[src/rtl/bcc_pkg.sv]
package bcc_pkg;

    typedef enum logic [3:0] {
        ST_IDLE,
        ST_S0,
        ST_S1,
        ST_S2,
        ST_S3,
        ST_WAIT,
        ST_ACK,
        ST_BERR,
        ST_AERR
    } bcc_state_e;

    localparam logic [1:0] FC_NONE = 2'b00;
    localparam logic [1:0] FC_DATA = 2'b01;
    localparam logic [1:0] FC_PROG = 2'b10;

endpackage

[src/rtl/bcc_req_capture.sv]
module bcc_req_capture #(
    parameter int ADDR_W = 32
) (
    input  logic              clk,
    input  logic              rst_n,
    input  logic              load_i,
    input  logic              space_i,
    input  logic              word_i,
    input  logic [ADDR_W-1:0] addr_i,
    output logic              space_o,
    output logic [ADDR_W-1:0] addr_o,
    output logic              misaligned_o
);

    typedef struct packed {
        logic              space;
        logic              word;
        logic [ADDR_W-1:0] addr;
    } cap_t;

    cap_t cap_d, cap_q;

    always_comb begin
        cap_d = cap_q;
        if (load_i) begin
            cap_d.space = space_i;
            cap_d.word  = word_i;
            cap_d.addr  = addr_i;
        end
    end

    always_ff @(posedge clk) begin
        if (!rst_n) begin
            cap_q <= '0;
        end else begin
            cap_q <= cap_d;
        end
    end

    assign space_o      = cap_q.space;
    assign addr_o       = cap_q.addr;
    assign misaligned_o = cap_q.word & cap_q.addr[0];

endmodule

[src/rtl/bcc_seq.sv]
module bcc_seq
    import bcc_pkg::*;
(
    input  logic clk,
    input  logic rst_n,
    input  logic req_i,
    input  logic misaligned_i,
    input  logic ack_i,
    input  logic berr_i,
    output logic load_o,
    output logic take_o,
    output logic busy_o,
    output logic fc_en_o,
    output logic addr_en_o,
    output logic as_o,
    output logic done_o,
    output logic berr_exc_o,
    output logic aerr_exc_o
);

    typedef struct packed {
        bcc_state_e st;
        logic       busy;
        logic       fc_en;
        logic       addr_en;
        logic       as;
        logic       done;
        logic       berr;
        logic       aerr;
    } seq_t;

    seq_t s_d, s_q;

    always_comb begin
        s_d    = s_q;
        load_o = 1'b0;
        take_o = 1'b0;
        unique case (s_q.st)
            ST_IDLE: begin
                if (req_i) begin
                    load_o  = 1'b1;
                    s_d.st  = ST_S0;
                end
            end
            ST_S0:   s_d.st = ST_S1;
            ST_S1:   s_d.st = ST_S2;
            ST_S2:   s_d.st = misaligned_i ? ST_AERR : ST_S3;
            ST_S3, ST_WAIT: begin
                if (berr_i) begin
                    s_d.st = ST_BERR;
                end else if (ack_i) begin
                    take_o = 1'b1;
                    s_d.st = ST_ACK;
                end else begin
                    s_d.st = ST_WAIT;
                end
            end
            ST_ACK, ST_BERR, ST_AERR: s_d.st = ST_IDLE;
            default: s_d.st = ST_IDLE;
        endcase

        s_d.busy    = (s_d.st != ST_IDLE);
        s_d.fc_en   = (s_d.st inside {ST_S0, ST_S1, ST_S2, ST_S3, ST_WAIT});
        s_d.addr_en = (s_d.st inside {ST_S1, ST_S2, ST_S3, ST_WAIT});
        s_d.as      = (s_d.st inside {ST_S2, ST_S3, ST_WAIT}) && !misaligned_i;
        s_d.done    = (s_d.st == ST_ACK);
        s_d.berr    = (s_d.st == ST_BERR);
        s_d.aerr    = (s_d.st == ST_AERR);
    end

    always_ff @(posedge clk) begin
        if (!rst_n) begin
            s_q    <= '0;
            s_q.st <= ST_IDLE;
        end else begin
            s_q <= s_d;
        end
    end

    assign busy_o     = s_q.busy;
    assign fc_en_o    = s_q.fc_en;
    assign addr_en_o  = s_q.addr_en;
    assign as_o       = s_q.as;
    assign done_o     = s_q.done;
    assign berr_exc_o = s_q.berr;
    assign aerr_exc_o = s_q.aerr;

endmodule

[src/rtl/bcc_rdata_latch.sv]
module bcc_rdata_latch #(
    parameter int DATA_W = 16
) (
    input  logic              clk,
    input  logic              rst_n,
    input  logic              take_i,
    input  logic [DATA_W-1:0] rdata_i,
    output logic [DATA_W-1:0] rdata_o
);

    logic [DATA_W-1:0] data_d, data_q;

    always_comb begin
        data_d = data_q;
        if (take_i) begin
            data_d = rdata_i;
        end
    end

    always_ff @(posedge clk) begin
        if (!rst_n) begin
            data_q <= '0;
        end else begin
            data_q <= data_d;
        end
    end

    assign rdata_o = data_q;

endmodule

[src/rtl/bus_cycle_ctrl.sv]
module bus_cycle_ctrl
    import bcc_pkg::*;
#(
    parameter int ADDR_W = 32,
    parameter int DATA_W = 16
) (
    input  logic              clk,
    input  logic              rst_n,
    input  logic              req_i,
    input  logic              space_i,
    input  logic              word_i,
    input  logic [ADDR_W-1:0] addr_i,
    input  logic              ack_i,
    input  logic              berr_i,
    input  logic [DATA_W-1:0] rdata_i,
    output logic              busy_o,
    output logic [1:0]        fc_o,
    output logic              addr_valid_o,
    output logic [ADDR_W-1:0] addr_o,
    output logic              as_o,
    output logic              data_latch_o,
    output logic [DATA_W-1:0] rdata_o,
    output logic              done_o,
    output logic              berr_exc_o,
    output logic              aerr_exc_o
);

    logic              load;
    logic              take;
    logic              fc_en;
    logic              cap_space;
    logic              cap_mis;
    logic [ADDR_W-1:0] cap_addr;

    bcc_req_capture #(.ADDR_W(ADDR_W)) u_capture (
        .clk          (clk),
        .rst_n        (rst_n),
        .load_i       (load),
        .space_i      (space_i),
        .word_i       (word_i),
        .addr_i       (addr_i),
        .space_o      (cap_space),
        .addr_o       (cap_addr),
        .misaligned_o (cap_mis)
    );

    bcc_seq u_seq (
        .clk          (clk),
        .rst_n        (rst_n),
        .req_i        (req_i),
        .misaligned_i (cap_mis),
        .ack_i        (ack_i),
        .berr_i       (berr_i),
        .load_o       (load),
        .take_o       (take),
        .busy_o       (busy_o),
        .fc_en_o      (fc_en),
        .addr_en_o    (addr_valid_o),
        .as_o         (as_o),
        .done_o       (done_o),
        .berr_exc_o   (berr_exc_o),
        .aerr_exc_o   (aerr_exc_o)
    );

    bcc_rdata_latch #(.DATA_W(DATA_W)) u_rdata (
        .clk     (clk),
        .rst_n   (rst_n),
        .take_i  (take),
        .rdata_i (rdata_i),
        .rdata_o (rdata_o)
    );

    assign fc_o         = fc_en ? (cap_space ? FC_DATA : FC_PROG) : FC_NONE;
    assign addr_o       = addr_valid_o ? cap_addr : '0;
    assign data_latch_o = done_o;

endmodule

[config.mk]
export PLATFORM = sky130hd
export DESIGN_NAME = bus_cycle_ctrl
export DESIGN_NICKNAME = d
export VERILOG_FILES = /design/src/rtl/bcc_pkg.sv /design/src/rtl/bcc_req_capture.sv /design/src/rtl/bcc_seq.sv /design/src/rtl/bcc_rdata_latch.sv /design/src/rtl/bus_cycle_ctrl.sv
export SDC_FILE = /design/constraint.sdc
export NUM_CORES = 1
export LEC_CHECK = 0
export BUFFER_PORTS_ARGS = -buffer_cell sky130_fd_sc_hd__buf_2
export CAP_MARGIN = 40
export CORE_ASPECT_RATIO = 1.5
export CORE_MARGIN = 10
export CORE_UTILIZATION = 53
export CTS_BUF_LIST = sky130_fd_sc_hd__clkbuf_8
export DETAILED_ROUTE_END_ITERATION = 10
export PLACE_DENSITY_LB_ADDON = 0.2
export SETUP_SLACK_MARGIN = 0.4
export SYNTH_ARGS = -nofsm -noshare
export SYNTH_HDL_FRONTEND = slang
export SYNTH_SLANG_ARGS = --single-unit
[constraint.sdc]
create_clock -name clk -period 2.6 [get_ports clk]
set_clock_uncertainty 0.2 [all_clocks]
set_input_delay 0.13 -clock clk [delete_from_list [all_inputs] [get_ports clk]]
set_output_delay 0.13 -clock clk [all_outputs]
set_load 0.03 [all_outputs]
; Word-level counts from Yosys, hierarchy flattened
; Cells that the tools add are included.
[op_classes]
reduce_logical = 8
bitwise = 1
n_eq_ne = 13
muxes = 13
[op_table]
columns = op, n
row1 = 2-to-1 mux 32 bit, 1
row2 = equality test 4 x 3 -> 1 bit (second input constant), 6
row3 = case mux 4 bit (5 select lines), 1
row4 = equality test 4 x 2 -> 1 bit (second input constant), 4
row5 = 2-to-1 mux 4 bit, 3
row6 = equality test 4 x 1 -> 1 bit (second input constant), 2
row7 = nonzero test 4 bit, 2
row8 = 2-to-1 mux 2 bit, 3
row9 = 2-to-1 mux 1 bit, 5
row10 = nonzero test 5 bit, 1
row11 = equality test 4 bit (second input constant), 1
row12 = logical NOT 4 bit, 1
row13 = nonzero test 3 bit, 1
row14 = OR reduction 2 bit, 1
row15 = AND 1 bit, 1
row16 = logical AND 1 bit, 1
row17 = logical NOT 1 bit, 1
[totals]
output_inout_bits = 57
reg_bits = 61
elab_cells = 47
in_bits = 55

; Longest topological paths before layout
; Gate-level depths: netlist of the first run.
[logic_depth]
ltp_word = 6
ltp_mapped = 6
depth_no_buf = 3

; Cells and area by module
; A second synthesis of the first run with hierarchy kept.
[hier_totals]
hier_cells = 280
area_unflattened_um2 = 2910.3
[by_module_without_submodules]
columns = mod, seq_area_each_um2, cells_per_inst, n_inst, area_each_um2
row1 = bcc_req_capture, 680.7, 142, 1, 1562.7
row2 = bcc_rdata_latch, 320.3, 51, 1, 615.6
row3 = bcc_seq, 220.2, 49, 1, 456.7
row4 = bus_cycle_ctrl, 0.0, 38, 1, 275.3

; Worst setup path before layout of the first run
; Ideal clock, no wire load.
[synth_timing]
kind = register -> register
start = reg u_seq.s_q[8] in the netlist's numbering
end = reg u_rdata.data_q[10] (netlist: u_rdata.rdata_o[10])
setup_time_ps = 72
setup_slack_ps = 1085
synth_period_minus_slack_ps = 1515
path_buffers = 3
path_stages_with_launch = 7
arrival_time_ps = 1243
path_cell_list = dfxtp_1 buf_6 nand2b_4 nor4b_4 buf_6 buf_12 mux2i_1
[synth_between]
elab_chain_cells = 3
[synth_rtl]
columns = item, line_no
row1 = from (decl), bcc_seq.sv:32  ; seq_t s_d, s_q;
row2 = equality test 4 x 3 -> 1 bit, bcc_seq.sv:38  ; unique case (s_q.st)
row3 = OR reduction 2 bit *, bcc_seq.sv:38
row4 = 2-to-1 mux 1 bit *, bcc_seq.sv:38
row5 = to (signal assigned), bcc_rdata_latch.sv:24  ; data_q <= data_d;
row6 = to (decl), bcc_rdata_latch.sv:11  ; logic [DATA_W-1:0] data_d, data_q;
; Mark *: on every way between the ends. The rest lies on a longest branch, timed or not.
; A chain may end at the register's enable or synchronous reset.

; Final worst setup path of the first run
[layout_timing]
start = reg u_seq.s_q[9] in the netlist's numbering
end = reg u_seq.s_q, in the netlist u_seq.as_o
[layout_between]
elab_chain_cells = 6
[layout_rtl]
columns = item, line_no
row1 = equality test 4 x 3 -> 1 bit, bcc_seq.sv:38
row2 = OR reduction 2 bit, bcc_seq.sv:38
row3 = case mux 4 bit (5 select lines) *, bcc_seq.sv:38
row4 = equality test 4 x 2 -> 1 bit / equality test 4 x 3 -> 1 bit (equally long branches), bcc_seq.sv:65  ; s_d.as = (s_d.st inside {ST_S2, ST_S3, ST_WAIT}) && !misaligned_i;
row5 = nonzero test 3 bit *, bcc_seq.sv:65
row6 = logical AND 1 bit *, bcc_seq.sv:65
; Marked as above.

==> impl_metrics.csv, run 1 <==
group,metric,value,unit
status,status,"finished, final reports clean",
synthesis,syn_inst,303,
clock_tree,path_clk_slew,0.06,ns
grt,grt_usage,0.188,
sta,slew_violations,0,
power_and_ir_drop,internal-power,1.61,mW
cells_and_area,drive_above_1_share,0.291,
sta,fin_crit,2.04,ns
sta,fin_crit_sh,0.786,
sta,slew_headroom,0.681,
grt,grt_max_degree,53,
sta,setup_viol,0,
power_and_ir_drop,switchingPower,0.590,mW
synthesis,synth-seq-cells,61,
grt,grt_pass1_vias,2800,
power_and_ir_drop,max-vdd-ir-drop,0.000489,V
place,gp_congestion,0.814,
floorplan,core-area,0.00493,mm2
route,drt-total-wl,7.72,mm
clock_tree,root_buffer,"clkbuf_8",
floorplan,dieArea,0.00847,mm2
power_and_ir_drop,power_frac_comb,0.187,
clock_tree,cts_sinks,61,
synthesis,ys_warn_count,0,
power_and_ir_drop,p_clk_frac,0.341,
worst_setup_path,end_kind,"flop",
floorplan,ioPinCount,112,
worst_setup_path,required,2.66,ns
floorplan,die_h,108,um
sta,tns,0,ns
sta,worstMarginPinSlew,0.479,ns
clock_tree,clk_latency,0.33,ns
route,first_pass_iters,4,
sta,achievable-frequency,489,MHz
route,drt-initial-drc-count,161,
cells_and_area,multiInputGateArea,0.00132,mm2
power_and_ir_drop,swShare,0.268,
route,routedWlPerCell,14.6,um
worst_hold_path,hp-class,"in -> reg",
floorplan,rows,31,
synthesis,syn_avg_cell_area,8.99,um2
worst_setup_path,crit_arrival,2.11,ns
power_and_ir_drop,report.power.total,2.20,mW
cells_and_area,fill_cells,337,
place,port_buffers,111,
synthesis,synthesis.nets,358,
route,viasPerCell,4.79,
grt,grt_pass1_wl,12.8,mm
flow_run,maxCapViolations,0,
worst_setup_path,start_kind,"flop",
grt,antenna_found_initial,0,
grt,overflow,0,
place,placedCellCount,461,
synthesis,ys_types,29,
cells_and_area,stdcell_count,530,
sta,rsz0062_at_grt,"no",
power_and_ir_drop,p_seq_frac,0.472,
route,antenna_left,0,
cells_and_area,final_nets,515,
cells_and_area,area_delta_synth_final,45.3,%
clock_tree,numCtsBuffers,9,
cells_and_area,finish.utilization,0.804,
sta,finalHoldViolCount,0,
worst_setup_path,path_class,"reg -> reg",
worst_setup_path,crit_fanout,7,
cells_and_area,antenna_cells,0,
power_and_ir_drop,leakage,1.88,nW
clock_tree,htree_levels,3,
synthesis,seq_area_frac_synth,0.448,
route,vias,2541,
floorplan,initial_core_util,0.553,
synthesis,synth_area,0.00273,mm2
place,dp_hpwl,5.10,mm
power_and_ir_drop,power_density,556,mW/mm2
route,drc,0,
floorplan,die_w,78.5,um
cells_and_area,seqCellArea,0.00122,mm2
clock_tree,cts_tree,"built",
clock_tree,cts_setup_buffers,0,
clock_tree,cts.path.max_buffers,2,
==> synthesized netlist by cell type <==
cell type	instances	area share
nor3_1	2	0.0037
buf_4	1	0.0028
and2b_2	1	0.0032
or4_1	1	0.0028
and3_1	1	0.0023
o311ai_0	1	0.0032
mux2i_1	50	0.18
nor4b_1	1	0.0032
o32a_2	1	0.0041
dfxtp_1	61	0.45
clkbuf_1	12	0.017
a21boi_0	2	0.0055
nor4_1	1	0.0023
nand3_1	1	0.0018
nor4b_4	1	0.0087
nand3b_1	1	0.0028
a221oi_1	1	0.0032
nand2b_1	2	0.0046
buf_6	3	0.012
nand4_1	1	0.0023
buf_2	4	0.0073
nand2b_4	1	0.0050
a211o_2	1	0.0037
nor2_1	6	0.0083
nor2b_1	2	0.0046
buf_12	4	0.029
nand2_1	104	0.14
and2_1	33	0.076
a21oi_1	3	0.0055
==> flip-flops by register name, summed over array words and instances, names as in the netlist <==
register and cells:
u_seq.done_o 1, u_capture.cap_q 1, u_seq.busy_o 1, u_seq.aerr_exc_o 1, u_seq.addr_en_o 1, u_seq.berr_exc_o 1, u_seq.fc_en_o 1, u_capture.addr_o 32
u_capture.space_o 1, u_rdata.rdata_o 16, u_seq.s_q 4, u_seq.as_o 1
==> routing by layer <==
metal	part of all wire	up-vias	track usage	wire, um
met1	0.37	1151	0.182	2820
li1	-	1291	-	-
met4	0.027	0	0.0887	210
met2	0.53	81	0.339	4080
met5	0	-	0	0
met3	0.079	18	0.0753	607
==> final cells by class <==
cell class / instances / area share
timing repair buffer: 170 / 0.293
sequential: 61 / 0.308
clock inverter: 3 / 0.00316
clock buffer: 12 / 0.0417
tap: 66 / 0.0209
multi-input combinational: 218 / 0.333
==> cells by family after synthesis <==
logic type | after synthesis | share of synthesized area
mux | 50 | 0.184
buf+inv | 24 | 0.0684
simple gates | 159 | 0.275
compound gates | 9 | 0.0253
flops | 61 | 0.448
==> metrics by stage <==
step                      setup slack [ns]  hold WS (ns)  cell area, um2
after detailed placement             0.768         0.187            3240
final                                0.556        0.0588            3960
after floorplan                       1.09        0.0721            2730
after global placement               0.839         0.176            3240
after global routing                 0.445        0.0993            3960
after CTS                            0.571        0.0455            3960
==> worst max-delay path, stage by stage, from the launching register on <==
cell           delay [ns]
dfxtp_1              0.48
nand2b_4             0.13
or4_1                0.45
dlygate4sd3_1        0.58
a21oi_1              0.13
==> final timing paths <==
check	start	end	slack, ns	cells past startpoint
setup reg to reg	u_seq.s_q[9]$_SDFF_PN0_	u_seq.as_o$_SDFF_PN0_	0.56	4
hold / removal	rst_n	u_seq.as_o$_SDFF_PN0_	0.06	3
setup / recovery	u_seq.s_q[9]$_SDFF_PN0_	u_seq.as_o$_SDFF_PN0_	0.56	4
hold reg to reg	u_capture.addr_o[18]$_SDFFE_PN0P_	u_capture.addr_o[18]$_SDFFE_PN0P_	0.25	2
==> cells in the final DEF (no fill, tap or decap) <==
cell type        n
dlygate4sd3_1   54
clkinv_2         1
nor4b_1          1
buf_4            3
a221oi_1         1
nor2_1           6
buf_2          111
a211o_2          1
mux2i_1         50
clkbuf_8        12
nand3b_1         1
o32a_2           1
buf_12           2
nor4b_4          1
and3_2           1
nand3_1          1
inv_1            2
o311ai_0         1
nor2b_1          2
nand2b_1         2
nand2_1        104
nand4_1          1
and2b_2          1
nand2b_4         1
nor3_1           2
and2_1          33
a21oi_1          3
or4_1            1
a21boi_0         2
nor4_1           1
dfxtp_1         61
==> power by group through the flow <==
stage | Combinational [mW] | Clock (mW) | Sequential (mW)
after CTS | 0.412 | 0.763 | 1.04
final | 0.412 | 0.750 | 1.04
after global routing | 0.452 | 0.809 | 1.05
after detailed placement | 0.349 | 0 | 1.06
after floorplan | 0.268 | 0 | 1.06
after global placement | 0.342 | 0 | 1.05
==> repair_timing <==
item	4_1_cts	5_1_grt
resized for setup	0	0
hold buffers	54	0
endpoints found under the hold margin	54	0
(Power assumes the default switching activity.)
==> run 2: changes to the inputs <==
--- a/config.mk
+++ b/config.mk
@@ -5,11 +5,12 @@
 export SDC_FILE = /design/constraint.sdc
 export NUM_CORES = 1
 export LEC_CHECK = 0
+export ABC_AREA = 1
 export BUFFER_PORTS_ARGS = -buffer_cell sky130_fd_sc_hd__buf_2
 export CAP_MARGIN = 40
 export CORE_ASPECT_RATIO = 1.5
 export CORE_MARGIN = 10
-export CORE_UTILIZATION = 53
+export CORE_UTILIZATION = 48
 export CTS_BUF_LIST = sky130_fd_sc_hd__clkbuf_8
 export DETAILED_ROUTE_END_ITERATION = 10
 export PLACE_DENSITY_LB_ADDON = 0.2
==> constraint.sdc (replaced) <==
create_clock -name clk -period 2.1 [get_ports clk]
set_clock_uncertainty 0.2 [all_clocks]
set_input_delay 0.105 -clock clk [delete_from_list [all_inputs] [get_ports clk]]
set_output_delay 0.105 -clock clk [all_outputs]
set_load 0.03 [all_outputs]
==> impl_metrics.csv, run 2 <==
group,metric,value,unit
sta,holdWs,0.0121,ns
worst_setup_path,end_kind,"output port",
synthesis,synth-seq-cells,61,
grt,antenna_found_initial,0,
clock_tree,cts_setup_buffers,0,
synthesis,ys_types,23,
synthesis,synth_flop_cell,"dfxtp_1",
place,place_worst_setup_slack,0.486,ns
grt,overflow,0,
synthesis,synth_top_area_frac,0.486,
cells_and_area,final_nets,560,
cells_and_area,drive_above_1_share,0.266,
place,dp_hpwl,4.78,mm
power_and_ir_drop,leakage,2.06,nW
route,routedWlPerCell,12.9,um
route,drc,0,
sta,fin_crit,1.56,ns
sta,rsz0062_at_grt,"no",
synthesis,syn_avg_cell_area,7.22,um2
route,drt-total-wl,7.48,mm
floorplan,initial_core_util,0.490,
sta,fin_crit_sh,0.741,
clock_tree,cts.path.max_buffers,2,
worst_setup_path,startpoint,"u_seq.addr_en_o$_SDFF_PN0_",
floorplan,dieArea,0.00858,mm2
clock_tree,cts_tree,"built",
floorplan,ioPinCount,112,
grt,grt_pass1_vias,2628,
cells_and_area,stdcell_count,578,
sta,slew_violations,0,
synthesis,syn_inst,348,
cells_and_area,area_delta_synth_final,48.3,%
floorplan,die_h,109,um
clock_tree,clk_latency,0.33,ns
cells_and_area,layout_common_cells,"111 x buf_2, 78 x inv_1, 61 x dfxtp_1",
clock_tree,cts_sinks,61,
worst_setup_path,r2r-start,"u_seq.s_q[8]$_SDFF_PN0_",
worst_setup_path,path_class,"reg -> out",
worst_setup_path,required,1.79,ns
power_and_ir_drop,power_density,732,mW/mm2
synthesis,synth_area,0.00251,mm2
sta,finalHoldViolCount,0,
grt,grt_util_met3,0.0648,
sta,achievable-frequency,642,MHz
floorplan,die_w,79.1,um
worst_setup_path,crit_fanout,33,
grt,gr-usage-met1,0.165,
grt,busiest_layer,"met2",
synthesis,yosysMostFrequentCell,"inv_1",
grt,grt_usage,0.173,
synthesis,synth-async-reset-ratio,0,
sta,setup_ws,0.543,ns
route,antenna_left,0,
worst_setup_path,start_kind,"flop",
worst_setup_path,crit_end,"addr_o[6]",
place,placedCellCount,512,
sta,tns,0,ns
synthesis,synth-edff-count,0,
route,first_pass_iters,4,
sta,setup_viol,0,
route,drt-initial-drc-count,174,
worst_setup_path,r2r_setup_slack,0.56,ns
worst_setup_path,reg2reg_to,"u_capture.addr_o[5]$_SDFFE_PN0P_",
route,vias,2644,
power_and_ir_drop,max-vdd-ir-drop,0.000498,V
synthesis,ys_warn_count,0,
clock_tree,root_buffer,"clkbuf_8",
clock_tree,numCtsBuffers,9,
sta,worstMarginPinSlew,0.524,ns
clock_tree,path_clk_slew,0.06,ns
flow_run,maxCapViolations,0,
worst_hold_path,hp-class,"in -> reg",
route,viasPerCell,4.57,
synthesis,seq_area_frac_synth,0.486,
worst_setup_path,crit_arrival,1.25,ns
place,port_buffers,111,
place,gp_congestion,0.767,
grt,gr-usage-met2,0.310,
synthesis,synthesis.nets,403,
synthesis,synth_area_leaders,"dfxtp_1 49%, inv_1 11%, o21ai_0 10%, a21oi_1 7.4%, nand2_1 7.0%",
floorplan,rows,32,
floorplan,core-area,0.00512,mm2
status,status,"finished, final reports clean",
sta,slew_headroom,0.651,
clock_tree,htree_levels,3,
cells_and_area,largest_reg_flops,32,
grt,grt_max_degree,69,
grt,grt_pass1_wl,11.9,mm
cells_and_area,layout_commonest_cell,"buf_2",
synthesis,yosysTopAreaCell,"dfxtp_1",
worst_setup_path,r2r_cells,5,
synthesis,synthTopCellsByCount,"76 x inv_1, 61 x dfxtp_1, 50 x o21ai_0",
-- run 2: cell types whose count changed after synthesis, sizes merged, moves of 3 or more --
cell | before | now
nand2 | 104 | 48
mux2i | 50 | 0
a21oi | 3 | 37
o21ai | 0 | 52
clkbuf | 12 | 9
inv | 0 | 78
and2 | 33 | 0
nand3 | 1 | 6
nor2 | 6 | 41
nand2b | 3 | 0
-- run 2: logic make-up after synthesis --
kind of cell,share of synthesized area
buffers and inverters,0.164
AND/OR/NAND/NOR,0.172
flip-flops,0.486
AO/OA/AOI/OAI,0.177
-- run 2: critical path, cell delays in order, from the launching register on --
cell     delay, ns
dfxtp_1       0.33
buf_6         0.24
nand2_1       0.08
inv_1         0.07
buf_2         0.20
-- run 2: worst min-delay path by stage --
stage | from | cells after the start | slack [ns] | to
2_1_floorplan | rdata_i[10] | 2 | 0.07 | u_rdata.rdata_o[10]$_SDFFE_PN0P_
3_3_place_gp | rdata_i[6] | 3 | 0.16 | u_rdata.rdata_o[6]$_SDFFE_PN0P_
3_5_place_dp | rdata_i[5] | 3 | 0.16 | u_rdata.rdata_o[5]$_SDFFE_PN0P_
4_1_cts | berr_i | 4 | 0.008 | u_seq.done_o$_SDFF_PN0_
5_1_grt | berr_i | 4 | 0.07 | u_seq.done_o$_SDFF_PN0_
6_report | berr_i | 4 | 0.01 | u_seq.done_o$_SDFF_PN0_
-- run 2: cell type report --
type,count,area [um2]
inverter,78,295
multi-input combinational,190,877
clock inverter,5,22.5
fill,414,1400
tap,68,85.1
sequential,61,1220
clock buffer,9,124
timing repair buffer,165,1090
antenna,2,5.00
-- run 2: through the flow --
step	power, mW	util	area, um2
after floorplan	1.71	-	2510
after global placement	1.84	0.598	3060
after detailed placement	1.86	0.598	3060
after CTS	2.74	0.724	3710
after global routing	2.87	0.726	3720
final	2.73	0.727	3720
-- run 2: timing repair --
item	CTS	global route
hold buffers	50	0
endpoints found under the setup margin	0	38
hold endpoints to repair	50	0
gates resized for setup	0	2
-- run 2: report_power, final --
part	leakage, nW	switching [mW]	internal (mW)	total, mW
Combinational	1.47	0.360	0.234	0.594
Sequential	0.500	0.0541	1.27	1.32
Clock	0.0871	0.416	0.399	0.815
-- run 2: routing by layer --
layer / wire (um) / vias to the layer above
met5: 0 / -
li1: - / 1371
met2: 3910 / 88
met3: 584 / 15
met4: 195 / 0
met1: 2790 / 1170
==> run 3: changes to the inputs <==
--- a/config.mk
+++ b/config.mk
@@ -5,12 +5,12 @@
 export SDC_FILE = /design/constraint.sdc
 export NUM_CORES = 1
 export LEC_CHECK = 0
-export ABC_AREA = 1
+export ABC_AREA = 0
 export BUFFER_PORTS_ARGS = -buffer_cell sky130_fd_sc_hd__buf_2
 export CAP_MARGIN = 40
 export CORE_ASPECT_RATIO = 1.5
 export CORE_MARGIN = 10
-export CORE_UTILIZATION = 48
+export CORE_UTILIZATION = 50
 export CTS_BUF_LIST = sky130_fd_sc_hd__clkbuf_8
 export DETAILED_ROUTE_END_ITERATION = 10
 export PLACE_DENSITY_LB_ADDON = 0.2
==> constraint.sdc (replaced) <==
create_clock -name clk -period 1.5 [get_ports clk]
set_clock_uncertainty 0.2 [all_clocks]
set_input_delay 0.075 -clock clk [delete_from_list [all_inputs] [get_ports clk]]
set_output_delay 0.075 -clock clk [all_outputs]
set_load 0.03 [all_outputs]
==> impl_metrics.csv, run 3 (synthesized netlist as in run 1, its figures left out) <==
group,metric,value,unit
clock_tree,htree_levels,3,
worst_setup_path,path_class,"reg -> reg",
power_and_ir_drop,power_density,903,mW/mm2
grt,grt_pass1_wl,15.5,mm
sta,setup_viol,24,
cells_and_area,multiInputGateArea,0.00152,mm2
sta,rsz0062_at_grt,"yes",
sta,worstMarginPinSlew,0.377,ns
flow_run,maxCapViolations,0,
power_and_ir_drop,swShare,0.290,
grt,overflow,0,
worst_hold_path,hp-class,"in -> reg",
route,viasPerCell,5.40,
clock_tree,holdBufCountCts,51,
cells_and_area,fill_cells,144,
clock_tree,clk_latency,0.33,ns
worst_setup_path,end_kind,"flop",
worst_setup_path,required,1.55,ns
cells_and_area,area_delta_synth_final,80.8,%
sta,slew_violations,0,
power_and_ir_drop,internal-power,3.16,mW
grt,grt_pass1_vias,2994,
power_and_ir_drop,p_clk_frac,0.320,
sta,slew_headroom,0.745,
cells_and_area,finish.utilization,0.946,
worst_setup_path,startpoint,"u_seq.s_q[8]$_SDFF_PN0_",
sta,finalHoldViolCount,4,
floorplan,rows,32,
floorplan,ioPinCount,112,
clock_tree,numCtsBuffers,9,
floorplan,die_w,80.3,um
route,first_pass_iters,5,
cells_and_area,antenna_cells,0,
floorplan,core-area,0.00520,mm2
floorplan,dieArea,0.00886,mm2
route,drt-total-wl,12.6,mm
cells_and_area,seqCellArea,0.00126,mm2
cells_and_area,largest_reg_flops,32,
sta,setup_ws,-0.0790,ns
cells_and_area,layout_commonest_cell,"nand2_1",
route,vias,3011,
clock_tree,root_buffer,"clkbuf_8",
power_and_ir_drop,leakage,2.21,nW
route,drc,0,
cells_and_area,final_nets,542,
worst_setup_path,reg2reg_to,"u_capture.addr_o[21]$_SDFFE_PN0P_",
worst_setup_path,crit_fanout,6,
sta,holdWs,-0.0933,ns
place,gp_congestion,0.818,
grt,grt_max_degree,39,
power_and_ir_drop,report.power.total,4.45,mW
worst_setup_path,crit_arrival,1.63,ns
power_and_ir_drop,power_frac_comb,0.267,
worst_setup_path,r2r_setup_slack,-0.08,ns
cells_and_area,stdcell_area,0.00493,mm2
worst_setup_path,r2r_cells,7,
floorplan,die_h,110,um
grt,grt_usage,0.224,
power_and_ir_drop,p_seq_frac,0.413,
sta,achievable-frequency,633,MHz
status,status,"finished, violations left",
place,dpl_cell_area,0.00331,mm2
floorplan,initial_core_util,0.524,
place,port_buffers,111,
cells_and_area,drive_above_1_share,0.490,
sta,fin_crit_sh,1.05,
route,routedWlPerCell,22.5,um
grt,antenna_found_initial,0,
clock_tree,cts_tree,"built",
worst_setup_path,crit_end,"u_capture.addr_o[21]$_SDFFE_PN0P_",
clock_tree,cts_sinks,61,
power_and_ir_drop,max-vdd-ir-drop,0.000881,V
route,drt-initial-drc-count,246,
place,dp_hpwl,4.95,mm
status,failed_checks,"hold timing, setup timing",
power_and_ir_drop,switchingPower,1.29,mW
worst_setup_path,r2r-start,"u_seq.s_q[8]$_SDFF_PN0_",
route,antenna_left,0,
clock_tree,cts.path.max_buffers,2,
clock_tree,path_clk_slew,0.07,ns
worst_setup_path,start_kind,"flop",
sta,fin_crit,1.58,ns
worst_hold_path,min_path_cells,3,
cells_and_area,layout_common_cells,"104 x nand2_1, 63 x buf_6, 54 x buf_2",
## run 3: cell count changes in the layout (fill, tap and decap cells not counted), moves of 25 or more
cell,before,now
and2_4,0,33
a21oi_1,37,1
inv_1,78,2
dfxtp_1,61,34
buf_2,111,54
mux2i_1,0,48
dfxtp_2,0,25
nor2_1,39,2
buf_6,2,63
o21ai_0,50,0
nand2_1,47,104
## run 3: worst min path at each step
stage | startpoint | to | slack (ns)
finish | req_i | u_seq.busy_o$_SDFF_PN0_ | -0.09
floorplan | addr_i[14] | u_capture.addr_o[14]$_SDFFE_PN0P_ | 0.02
global placement | rdata_i[11] | u_rdata.rdata_o[11]$_SDFFE_PN0P_ | 0.12
global route | req_i | u_seq.busy_o$_SDFF_PN0_ | -0.11
detailed placement | rdata_i[8] | u_rdata.rdata_o[8]$_SDFFE_PN0P_ | 0.13
CTS | ack_i | u_seq.as_o$_SDFF_PN0_ | -0.10
## run 3: what timing repair did
item	4_1_cts	5_1_grt
cloned	3	3
pin swaps	11	24
hold endpoints to repair	56	4
setup buffers	14	8
gates resized for setup	158	54
endpoints found under the setup margin	118	117
## run 3: metrics by stage
| stage | instances | setup WS, ns | TNS, ns |
|---|---|---|---|
| after floorplan | 303 | -0.0111 | -0.111 |
| after global placement | 465 | 0.0656 | 0 |
| after detailed placement | 465 | 0.0188 | 0 |
| after CTS | 547 | 0.0162 | 0 |
| after global routing | 558 | -0.126 | -1.66 |
| final | 558 | -0.0790 | -0.769 |
## run 3: critical path, cell delays in order (launching register included)
cell	delay [ns]
dfxtp_2	0.34
buf_6	0.12
nor2_4	0.07
and3_4	0.21
buf_6	0.11
buf_6	0.10
buf_16	0.12
mux2i_1	0.23
## run 3: cell type report
| type | instances | share of cell area |
|---|---|---|
| timing repair buffer | 197 | 0.382 |
| tap | 68 | 0.0173 |
| clock inverter | 4 | 0.00864 |
| sequential | 61 | 0.256 |
| clock buffer | 10 | 0.0279 |
| multi-input combinational | 218 | 0.309 |
## run 3: power groups by stage
stage                     clock network (mW)  registers, mW  logic [mW]
after floorplan                            0           1.84       0.477
after global placement                     0           1.84       0.592
after detailed placement                   0           1.85       0.607
after CTS                               1.39           1.80        1.03
after global routing                    1.49           1.84        1.24
final                                   1.42           1.84        1.19
## run 3: per-layer routing
layer,up-vias,track usage,wire [um]
li1,1349,-,-
met1,1464,0.217,4220
met2,160,0.424,7140
met3,38,0.0632,781
met4,0,0.0728,408
met5,-,0,0
